## src/rtl/cmb_pkg.sv

```systemverilog
package cmb_pkg;

    localparam int unsigned NUM_K  = 13;
    localparam int unsigned NUM_T  = 8;
    localparam int unsigned TERM_G = 4;
    localparam int unsigned PROD_G = 12;

    typedef enum logic [2:0] {
        T_X    = 3'd0,
        T_3    = 3'd1,
        T_5    = 3'd2,
        T_7    = 3'd3,
        T_9    = 3'd4,
        T_11   = 3'd5,
        T_13   = 3'd6,
        T_NONE = 3'd7
    } term_e;

    typedef struct packed {
        term_e      a;
        logic [3:0] sha;
        term_e      b;
        logic [3:0] shb;
        logic       subb;
        term_e      c;
        logic [3:0] shc;
        logic       subc;
    } recipe_t;

    function automatic recipe_t mk(term_e a, int sa, term_e b, int sb, bit nb,
                                   term_e c, int sc, bit nc);
        recipe_t r;
        r.a    = a;
        r.sha  = 4'(sa);
        r.b    = b;
        r.shb  = 4'(sb);
        r.subb = nb;
        r.c    = c;
        r.shc  = 4'(sc);
        r.subc = nc;
        return r;
    endfunction

    function automatic recipe_t recipe(int k);
        case (k)
            0:       return mk(T_3,  0,  T_11, 5, 1'b0, T_NONE, 0,  1'b0);
            1:       return mk(T_7,  0,  T_5,  6, 1'b0, T_NONE, 0,  1'b0);
            2:       return mk(T_X,  9,  T_7,  0, 1'b1, T_NONE, 0,  1'b0);
            3:       return mk(T_3,  0,  T_9,  5, 1'b0, T_NONE, 0,  1'b0);
            4:       return mk(T_7,  0,  T_3,  6, 1'b0, T_NONE, 0,  1'b0);
            5:       return mk(T_3,  0,  T_X,  5, 1'b0, T_NONE, 0,  1'b0);
            6:       return mk(T_X,  9,  T_13, 0, 1'b1, T_NONE, 0,  1'b0);
            7:       return mk(T_11, 0,  T_5,  6, 1'b0, T_NONE, 0,  1'b0);
            8:       return mk(T_5,  0,  T_X,  7, 1'b0, T_NONE, 0,  1'b0);
            9:       return mk(T_11, 6,  T_5,  0, 1'b1, T_NONE, 0,  1'b0);
            10:      return mk(T_X,  11, T_9,  0, 1'b1, T_3,    5,  1'b1);
            11:      return mk(T_3,  10, T_3,  5, 1'b1, T_11,   0,  1'b0);
            default: return mk(T_3,  0,  T_5,  6, 1'b0, T_3,    10, 1'b0);
        endcase
    endfunction

    function automatic int coef(int k);
        case (k)
            0:       return 355;
            1:       return 327;
            2:       return 505;
            3:       return 291;
            4:       return 199;
            5:       return 35;
            6:       return 499;
            7:       return 331;
            8:       return 133;
            9:       return 699;
            10:      return 1943;
            11:      return 2987;
            default: return 3395;
        endcase
    endfunction

endpackage

```

## src/rtl/cmb_odd_terms.sv

```systemverilog
module cmb_odd_terms
    import cmb_pkg::*;
#(
    parameter int unsigned IN_W   = 16,
    parameter int unsigned TERM_W = IN_W + TERM_G
) (
    input  logic [IN_W-1:0]               x,
    output logic [NUM_T-1:0][TERM_W-1:0]  terms
);

    logic [NUM_T-1:0][TERM_W-1:0] terms_d;
    logic [TERM_W-1:0]            xe;

    always_comb begin
        xe      = {{(TERM_W-IN_W){x[IN_W-1]}}, x};
        terms_d = '0;
        terms_d[T_X]  = xe;
        terms_d[T_3]  = xe + (xe << 1);
        terms_d[T_5]  = xe + (xe << 2);
        terms_d[T_7]  = (xe << 3) - xe;
        terms_d[T_9]  = xe + (xe << 3);
        terms_d[T_11] = terms_d[T_9] + (xe << 1);
        terms_d[T_13] = terms_d[T_9] + (xe << 2);
    end

    assign terms = terms_d;

endmodule

```

## src/rtl/cmb_shift_add.sv

```systemverilog
module cmb_shift_add
    import cmb_pkg::*;
#(
    parameter int unsigned TERM_W = 20,
    parameter int unsigned PROD_W = 28,
    parameter recipe_t     RECIPE = '0
) (
    input  logic [NUM_T-1:0][TERM_W-1:0] terms,
    output logic [PROD_W-1:0]            prod
);

    localparam int unsigned EXT_W = PROD_W - TERM_W;

    logic [PROD_W-1:0] opa_d, opb_d, pair_d;

    always_comb begin
        opa_d  = {{EXT_W{terms[RECIPE.a][TERM_W-1]}}, terms[RECIPE.a]} << RECIPE.sha;
        opb_d  = {{EXT_W{terms[RECIPE.b][TERM_W-1]}}, terms[RECIPE.b]} << RECIPE.shb;
        pair_d = RECIPE.subb ? (opa_d - opb_d) : (opa_d + opb_d);
    end

    generate
        if (RECIPE.c != T_NONE) begin : g_three
            logic [PROD_W-1:0] opc_d;
            always_comb begin
                opc_d = {{EXT_W{terms[RECIPE.c][TERM_W-1]}}, terms[RECIPE.c]} << RECIPE.shc;
                prod  = RECIPE.subc ? (pair_d - opc_d) : (pair_d + opc_d);
            end
        end else begin : g_two
            assign prod = pair_d;
        end
    endgenerate

endmodule

```

## src/rtl/const_mult_bank.sv

```systemverilog
module const_mult_bank
    import cmb_pkg::*;
#(
    parameter int unsigned IN_W = 16
) (
    input  logic [IN_W-1:0]              sample,
    output logic [NUM_K-1:0][IN_W+PROD_G-1:0] prod
);

    localparam int unsigned TERM_W = IN_W + TERM_G;
    localparam int unsigned PROD_W = IN_W + PROD_G;

    logic [NUM_T-1:0][TERM_W-1:0] terms;

    cmb_odd_terms #(
        .IN_W   (IN_W),
        .TERM_W (TERM_W)
    ) u_terms (
        .x     (sample),
        .terms (terms)
    );

    generate
        for (genvar k = 0; k < NUM_K; k++) begin : g_lane
            cmb_shift_add #(
                .TERM_W (TERM_W),
                .PROD_W (PROD_W),
                .RECIPE (recipe(k))
            ) u_lane (
                .terms (terms),
                .prod  (prod[k])
            );
        end
    endgenerate

endmodule

```

## config.mk

```make
export PLATFORM = sky130hd
export DESIGN_NAME = const_mult_bank
export DESIGN_NICKNAME = d
export VERILOG_FILES = /design/src/rtl/cmb_pkg.sv /design/src/rtl/cmb_odd_terms.sv /design/src/rtl/cmb_shift_add.sv /design/src/rtl/const_mult_bank.sv
export SDC_FILE = /design/constraint.sdc
export NUM_CORES = 1
export LEC_CHECK = 0
export ABC_AREA = 1
export BUFFER_PORTS_ARGS = -buffer_cell sky130_fd_sc_hd__buf_4
export CAP_MARGIN = 20
export CORE_MARGIN = 5
export CORE_UTILIZATION = 60
export DETAILED_ROUTE_END_ITERATION = 16
export PLACE_DENSITY_LB_ADDON = 0.1
export SLEW_MARGIN = 20
export SYNTH_ARGS = -nofsm -noshare
export SYNTH_HDL_FRONTEND = slang
export SYNTH_HIERARCHICAL = 1
export SYNTH_SLANG_ARGS = --single-unit
```

## constraint.sdc

```tcl
create_clock -name vclk -period 12.5
set_input_delay 1.25 -clock vclk [all_inputs]
set_output_delay 1.25 -clock vclk [all_outputs]
set_load 0.01 [all_outputs]
```

* Word level (Yosys, flattened, before mapping) *
Index checks and enable logic that the tools add are counted.

word-level totals
  output and inout bits = 364
  word-level logic and storage cells = 22
  flip-flop bits (word level) = 0

cells by class
  add/sub/neg operators = 22

operators with widths
  cell              count
  $add A18 B25 Y26  3
  $add A28 B28 Y28  2
  $sub A28 B28 Y28  2
  $add A20 B25 Y26  2
  $sub A25 B20 Y26  2
  $add A20 B20 Y20  2
  $sub A27 B20 Y28  1
  $sub A26 B19 Y27  1
  $add A20 B24 Y25  1
  $add A19 B23 Y24  1
  $add A18 B21 Y22  1
  $add A16 B19 Y20  1
  $sub A19 B16 Y20  1
  $add A16 B18 Y19  1
  $add A16 B17 Y18  1

* Logic depth before layout (Yosys ltp) *
Gate-level depths: netlist of the first run.

  word-level depth = 3
  gate-level depth with buffers = 35
  gate-level depth less buffers = 34

* By module *
The synthesis of the first run kept the hierarchy.

modules (own cells, without submodules)
  module                                 seq. area each (um^2)  instances  area an instance (um^2)  cells an instance
  cmb_odd_terms                          0.0                    1          5,710.5                  1,019
  cmb_shift_add at g_lane[1].u_lane ...  0.0                    2          1,422.6                  266
  cmb_shift_add at g_lane[5].u_lane ...  0.0                    2          1,413.9                  266
  cmb_shift_add at g_lane[11].u_lane     0.0                    1          2,682.6                  488
  cmb_shift_add at g_lane[10].u_lane     0.0                    1          2,422.3                  436
  cmb_shift_add at g_lane[12].u_lane     0.0                    1          2,039.5                  343
  cmb_shift_add at g_lane[9].u_lane      0.0                    1          1,826.8                  380
  cmb_shift_add at g_lane[2].u_lane      0.0                    1          1,776.7                  358
  cmb_shift_add at g_lane[6].u_lane      0.0                    1          1,766.7                  358
  cmb_shift_add at g_lane[0].u_lane      0.0                    1          1,456.4                  266
  cmb_shift_add at g_lane[4].u_lane      0.0                    1          1,420.1                  266
  cmb_shift_add at g_lane[7].u_lane      0.0                    1          1,315.0                  258

* Worst setup path after synthesis of the first run *
Ideal clock, no wire load.

  path kind = input to output
  start = input port sample[0]
  end = output port prod[328] in the netlist's numbering
  path buffers = 0
  required time = 11.250 ns
  stages = 28
  setup slack = 5.954 ns
  arrival time = 5.296 ns
  cell sequence = ha_1 > fa_1 > nand2_1 > nand2_2 > nand2_1 > nand2_2 > nand2_1 > nand2_1 > nand2_1 > nand2_1 > ha_1 > nand2_1 > nor2_1 > inv_1 > nor3_1 > nand2_1 > nand2_1 > inv_1 > fa_1 > inv_1 > ha_1 > nand2_2 > nor2_4 > and2_4 > nand4_2 > nand3_1 > nand2_1 > nand2_1

RTL lines
  item         RTL line              source
  from (decl)  const_mult_bank.sv:6  input logic [IN_W-1:0] sample,
  to (decl)    const_mult_bank.sv:7  output logic [NUM_K-1:0][IN_W+PROD_G-1:0] prod

==> results of run 1 <==
[final timing paths]
path	end	slack [ns]	cells past startpoint
min	prod[280]	2.94	2
max	prod[329]	3.81	26
[stage by stage]
| step | worst slack (ns) | hold slack (ns) | std cells | util | area [um^2] |
|---|---|---|---|---|---|
| after global routing | 3.51 | 2.95 | 6117 | 0.668 | 30900 |
| after detailed placement | 3.97 | 2.94 | 6117 | 0.668 | 30900 |
| after CTS | 3.95 | 2.94 | 6117 | 0.668 | 30900 |
| after floorplan | 5.95 | 2.69 | 5215 | - | 27900 |
| after global placement | 4.21 | 2.93 | 6117 | 0.668 | 30900 |
| final | 3.81 | 2.94 | 6118 | 0.669 | 30900 |
[layer usage]
metal	routed length, um	track usage	part of all wire
met1	43900	0.534	0.43
met2	43400	0.594	0.42
met3	11300	0.0628	0.11
met4	4220	0.120	0.041
met5	13	0	0.00013
[area by class of cell]
| type | instances | area share |
|---|---|---|
| antenna | 1 | 0.0000809 |
| timing repair buffer | 408 | 0.0990 |
| inverter | 1015 | 0.123 |
| multi-input combinational | 4087 | 0.753 |
| tap | 607 | 0.0246 |
[critical path, delay by kind of cell]
family	cells	cell delay (ns)
fa+ha+maj	4	2.04
simple gates	12	1.87
buf+inv	6	1.56
compound gates	4	0.66
==> reports/qor.csv, run 1 <==
stage,metric,value,unit
die,chip height,226,um
min_path,Hold Crit Class,input port to output pin,
layout,seq_cells,0,
layout,"most common cell after layout, fill and taps aside",nand2_1,
clock_network,# resized after CTS,0,
sta,RSZ-0062 raised after global routing,false,
die,core area,46300,um^2
routing,1st-iter DRT viols,3291,
run,max-cap violations,0,
sta,fin crit period,8.69,ns
layout,Register Area,0,um^2
worst_setup_path,"most used cell, CP",nand2_1,
worst_setup_path,crit path from,sample[15],
die,die area,51000,um^2
yosys,Ys Warns,6,
die,die width,226,um
layout,# fillers,4746,
layout,multi-input logic area,23300,um^2
sta,Final Cycle Share,0.695,
yosys,Synth Cell Area,27900,um^2
worst_setup_path,Crit path largest cell delay,0.59,ns
layout,fin nets,5969,
layout,share of layout cells above drive strength 1,0.137,
worst_setup_path,CP required,11.25,ns
placement,Final Wtd Congestion,1.06,
global_route,via count of the first global-routing pass,29448,
worst_setup_path,Setup Crit Path Kind,input port to output pin,
yosys,syn nets,5672,
routing,antenna-violating nets left,0,
worst_setup_path,CP endpoint kind,output pin,
routing,WL/cell,16.8,um
global_route,first-pass GRT wire length,157000,um
yosys,Avg Inst Size Synth,5.36,um^2
placement,DP HPWL,86000,um
sta,Final Max Tran Viols,0,
sta,Final Hold Viols,0,
die,row cnt,79,
die,I/O pins,380,
worst_setup_path,CP max FO,61,
layout,most frequent cells in the layout,"nand2_1, inv_1, buf_4",
layout,clkbuf count,0,
placement,I/O Buffers,380,
sta,Max-Slew Margin vs Limit,0.144,
die,Initial Utilization,0.604,
worst_setup_path,Arrival @ worst endpoint,7.44,ns
worst_setup_path,Critical Path Source Type,input port,
routing,via count,33256,
routing,final routed DRC violation total,0,
clock_network,CTS hold repair buffers,0,
yosys,Synth Instances,5215,
min_path,hold wc startpoint,sample[0],
routing,number of detailed-route iterations in the first pass,8,
routing,drt via density,5.44,
layout,Layout area overhead,10.7,%
outcome,status,"complete, no violations",
sta,Max Fclk,115,MHz
global_route,antenna violations before repair,3,
global_route,GRT Residual Overflow,0,
sta,worst-margin pin slew,1.28,ns
worst_setup_path,CP max stage cell,buf_4,
global_route,Total GRT Usage,0.380,
sta,final setup fails,0,
global_route,largest net degree at the start of global routing,62,
routing,Post-Route WL,103000,um
clock_network,post-CTS setup buffers,0,
sta,setup tns final,0,ns
==> inputs of run 2 (changes only) <==
--- a/config.mk
+++ b/config.mk
@@ -9,7 +9,7 @@
 export BUFFER_PORTS_ARGS = -buffer_cell sky130_fd_sc_hd__buf_4
 export CAP_MARGIN = 20
 export CORE_MARGIN = 5
-export CORE_UTILIZATION = 60
+export CORE_UTILIZATION = 56
 export DETAILED_ROUTE_END_ITERATION = 16
 export PLACE_DENSITY_LB_ADDON = 0.1
 export SLEW_MARGIN = 20
==> constraint.sdc (replaced) <==
create_clock -name vclk -period 7.6
set_input_delay 0.76 -clock vclk [all_inputs]
set_output_delay 0.76 -clock vclk [all_outputs]
set_load 0.01 [all_outputs]
==> run 2 against run 1 <==
Worst setup slack got worse by 3.5 ns; sequential share of layout area unchanged; routed wire length increased by 6.8%; non-clock buffer count increased by 26; highest routed layer unchanged.
==> reports/qor.csv, run 2 (synthesized netlist as in run 1, its figures left out) <==
stage,metric,value,unit
routing,final routed DRC violation total,0,
clock_network,CTS hold repair buffers,0,
layout,seq_cells,0,
worst_setup_path,Arrival @ worst endpoint,6.50,ns
worst_setup_path,CP required,6.84,ns
sta,final setup fails,0,
worst_setup_path,worst path bufs/invs,4,
layout,Layout area overhead,11.6,%
power,Peak VDD IR,0.265,mV
die,die width,233,um
sta,fin crit period,7.26,ns
routing,antenna-violating nets left,0,
die,chip height,233,um
routing,number of detailed-route iterations in the first pass,6,
placement,post-place setup slack,0.480,ns
run,max-cap violations,0,
layout,fin nets,5995,
layout,Register Area,0,um^2
worst_setup_path,CP Cell Sequence,"buf_4, buf_4, ha_1, inv_1, fa_1, o21ai_2, nand2_1, nand2_1, xor2_2, fa_1, nand3_1, nand2_1, a21oi_2, o21ai_1, a21oi_1, xnor2_1, ha_1, a21o_1, nor2_1, nor2_1, nor3_1, o21ai_0, xor2_1, buf_4",
clock_network,post-CTS setup buffers,0,
die,Initial Utilization,0.568,
layout,most frequent cells in the layout,"nand2_1, inv_1, buf_4",
die,I/O pins,380,
global_route,antenna violations before repair,5,
sta,Final Cycle Share,0.955,
power,switching share of power,0.622,
power,internal power,4340,uW
die,row cnt,81,
routing,1st-iter DRT viols,3769,
min_path,Hold Crit Class,input port to output pin,
power,Psw,7130,uW
sta,Max Fclk,138,MHz
worst_setup_path,CP endpoint kind,output pin,
sta,Fin Hold WS,1.88,ns
outcome,status,"complete, no violations",
sta,Final Hold Viols,0,
global_route,GRT Residual Overflow,0,
layout,"most common cell after layout, fill and taps aside",nand2_1,
worst_setup_path,Critical Path Source Type,input port,
power,Static Leakage,0.0194,uW
placement,Final Wtd Congestion,1.07,
power,power share of the clock group,0,
sta,final setup margin,0.341,ns
worst_setup_path,CP max FO,16,
routing,WL/cell,17.7,um
sta,setup tns final,0,ns
sta,Final Max Tran Viols,0,
die,core area,49200,um^2
routing,via count,33533,
global_route,Total GRT Usage,0.381,
placement,DP HPWL,92000,um
routing,drt via density,5.41,
layout,clkbuf count,0,
worst_setup_path,Crit path largest cell delay,0.54,ns
worst_setup_path,CP max stage cell,fa_1,
power,sequential share of power,0,
sta,Max-Slew Margin vs Limit,0.200,
placement,I/O Buffers,380,
power,Logic pwr share,1.000,
global_route,largest net degree at the start of global routing,65,
sta,RSZ-0062 raised after global routing,false,
power,pwr/cell area,368,nW/um^2
die,die area,54500,um^2
layout,share of layout cells above drive strength 1,0.141,
worst_setup_path,CP top delay family,adder cells,
sta,worst-margin pin slew,1.20,ns
global_route,via count of the first global-routing pass,29895,
clock_network,# resized after CTS,0,
global_route,first-pass GRT wire length,166000,um
worst_setup_path,Setup Crit Path Kind,input port to output pin,
layout,Ant. Diodes,0,
routing,Post-Route WL,110000,um
power,Tot Pwr,11500,uW
-- run 2: changes by cell type in the layout (fill, tap and decap cells not counted) --
cell	change
buf_4	+26
diode_2	-1
-- run 2: cell type report --
cell class / instances / area, um^2
fill: 5111 / 18000
inverter: 1015 / 3810
timing repair buffer: 434 / 3260
tap: 664 / 831
multi-input combinational: 4087 / 23300
-- run 2: path summary, 6_finish.rpt --
kind              slack (ns)   endpoint  startpoint  depth (start not counted)
setup / recovery        0.34  prod[361]   sample[1]                         24
hold / removal          1.88  prod[280]   sample[0]                          2
-- run 2: power groups by stage --
stage / sequential, uW / combinational [uW] / clock [uW]
after detailed placement: 0 / 11300 / 0
final: 0 / 11500 / 0
after floorplan: 0 / 7050 / 0
after global routing: 0 / 12500 / 0
after CTS: 0 / 11300 / 0
after global placement: 0 / 11200 / 0
-- run 2: routing by layer --
metal  wire length (um)  global-route usage  up-vias
met4               4550               0.124        8
li1                   -                   -    16711
met1              47200               0.538    14984
met3              11700              0.0602      233
met2              46200               0.594     1597
met5                 61                   0        -
-- run 2: through the flow --
stage	area, um^2	cells	util
after floorplan	27900	5215	-
after global placement	31200	6200	0.635
after detailed placement	31200	6200	0.635
after CTS	31200	6200	0.635
after global routing	31200	6200	0.635
final	31200	6200	0.635
Note: power is estimated with default switching activity, not from simulation.
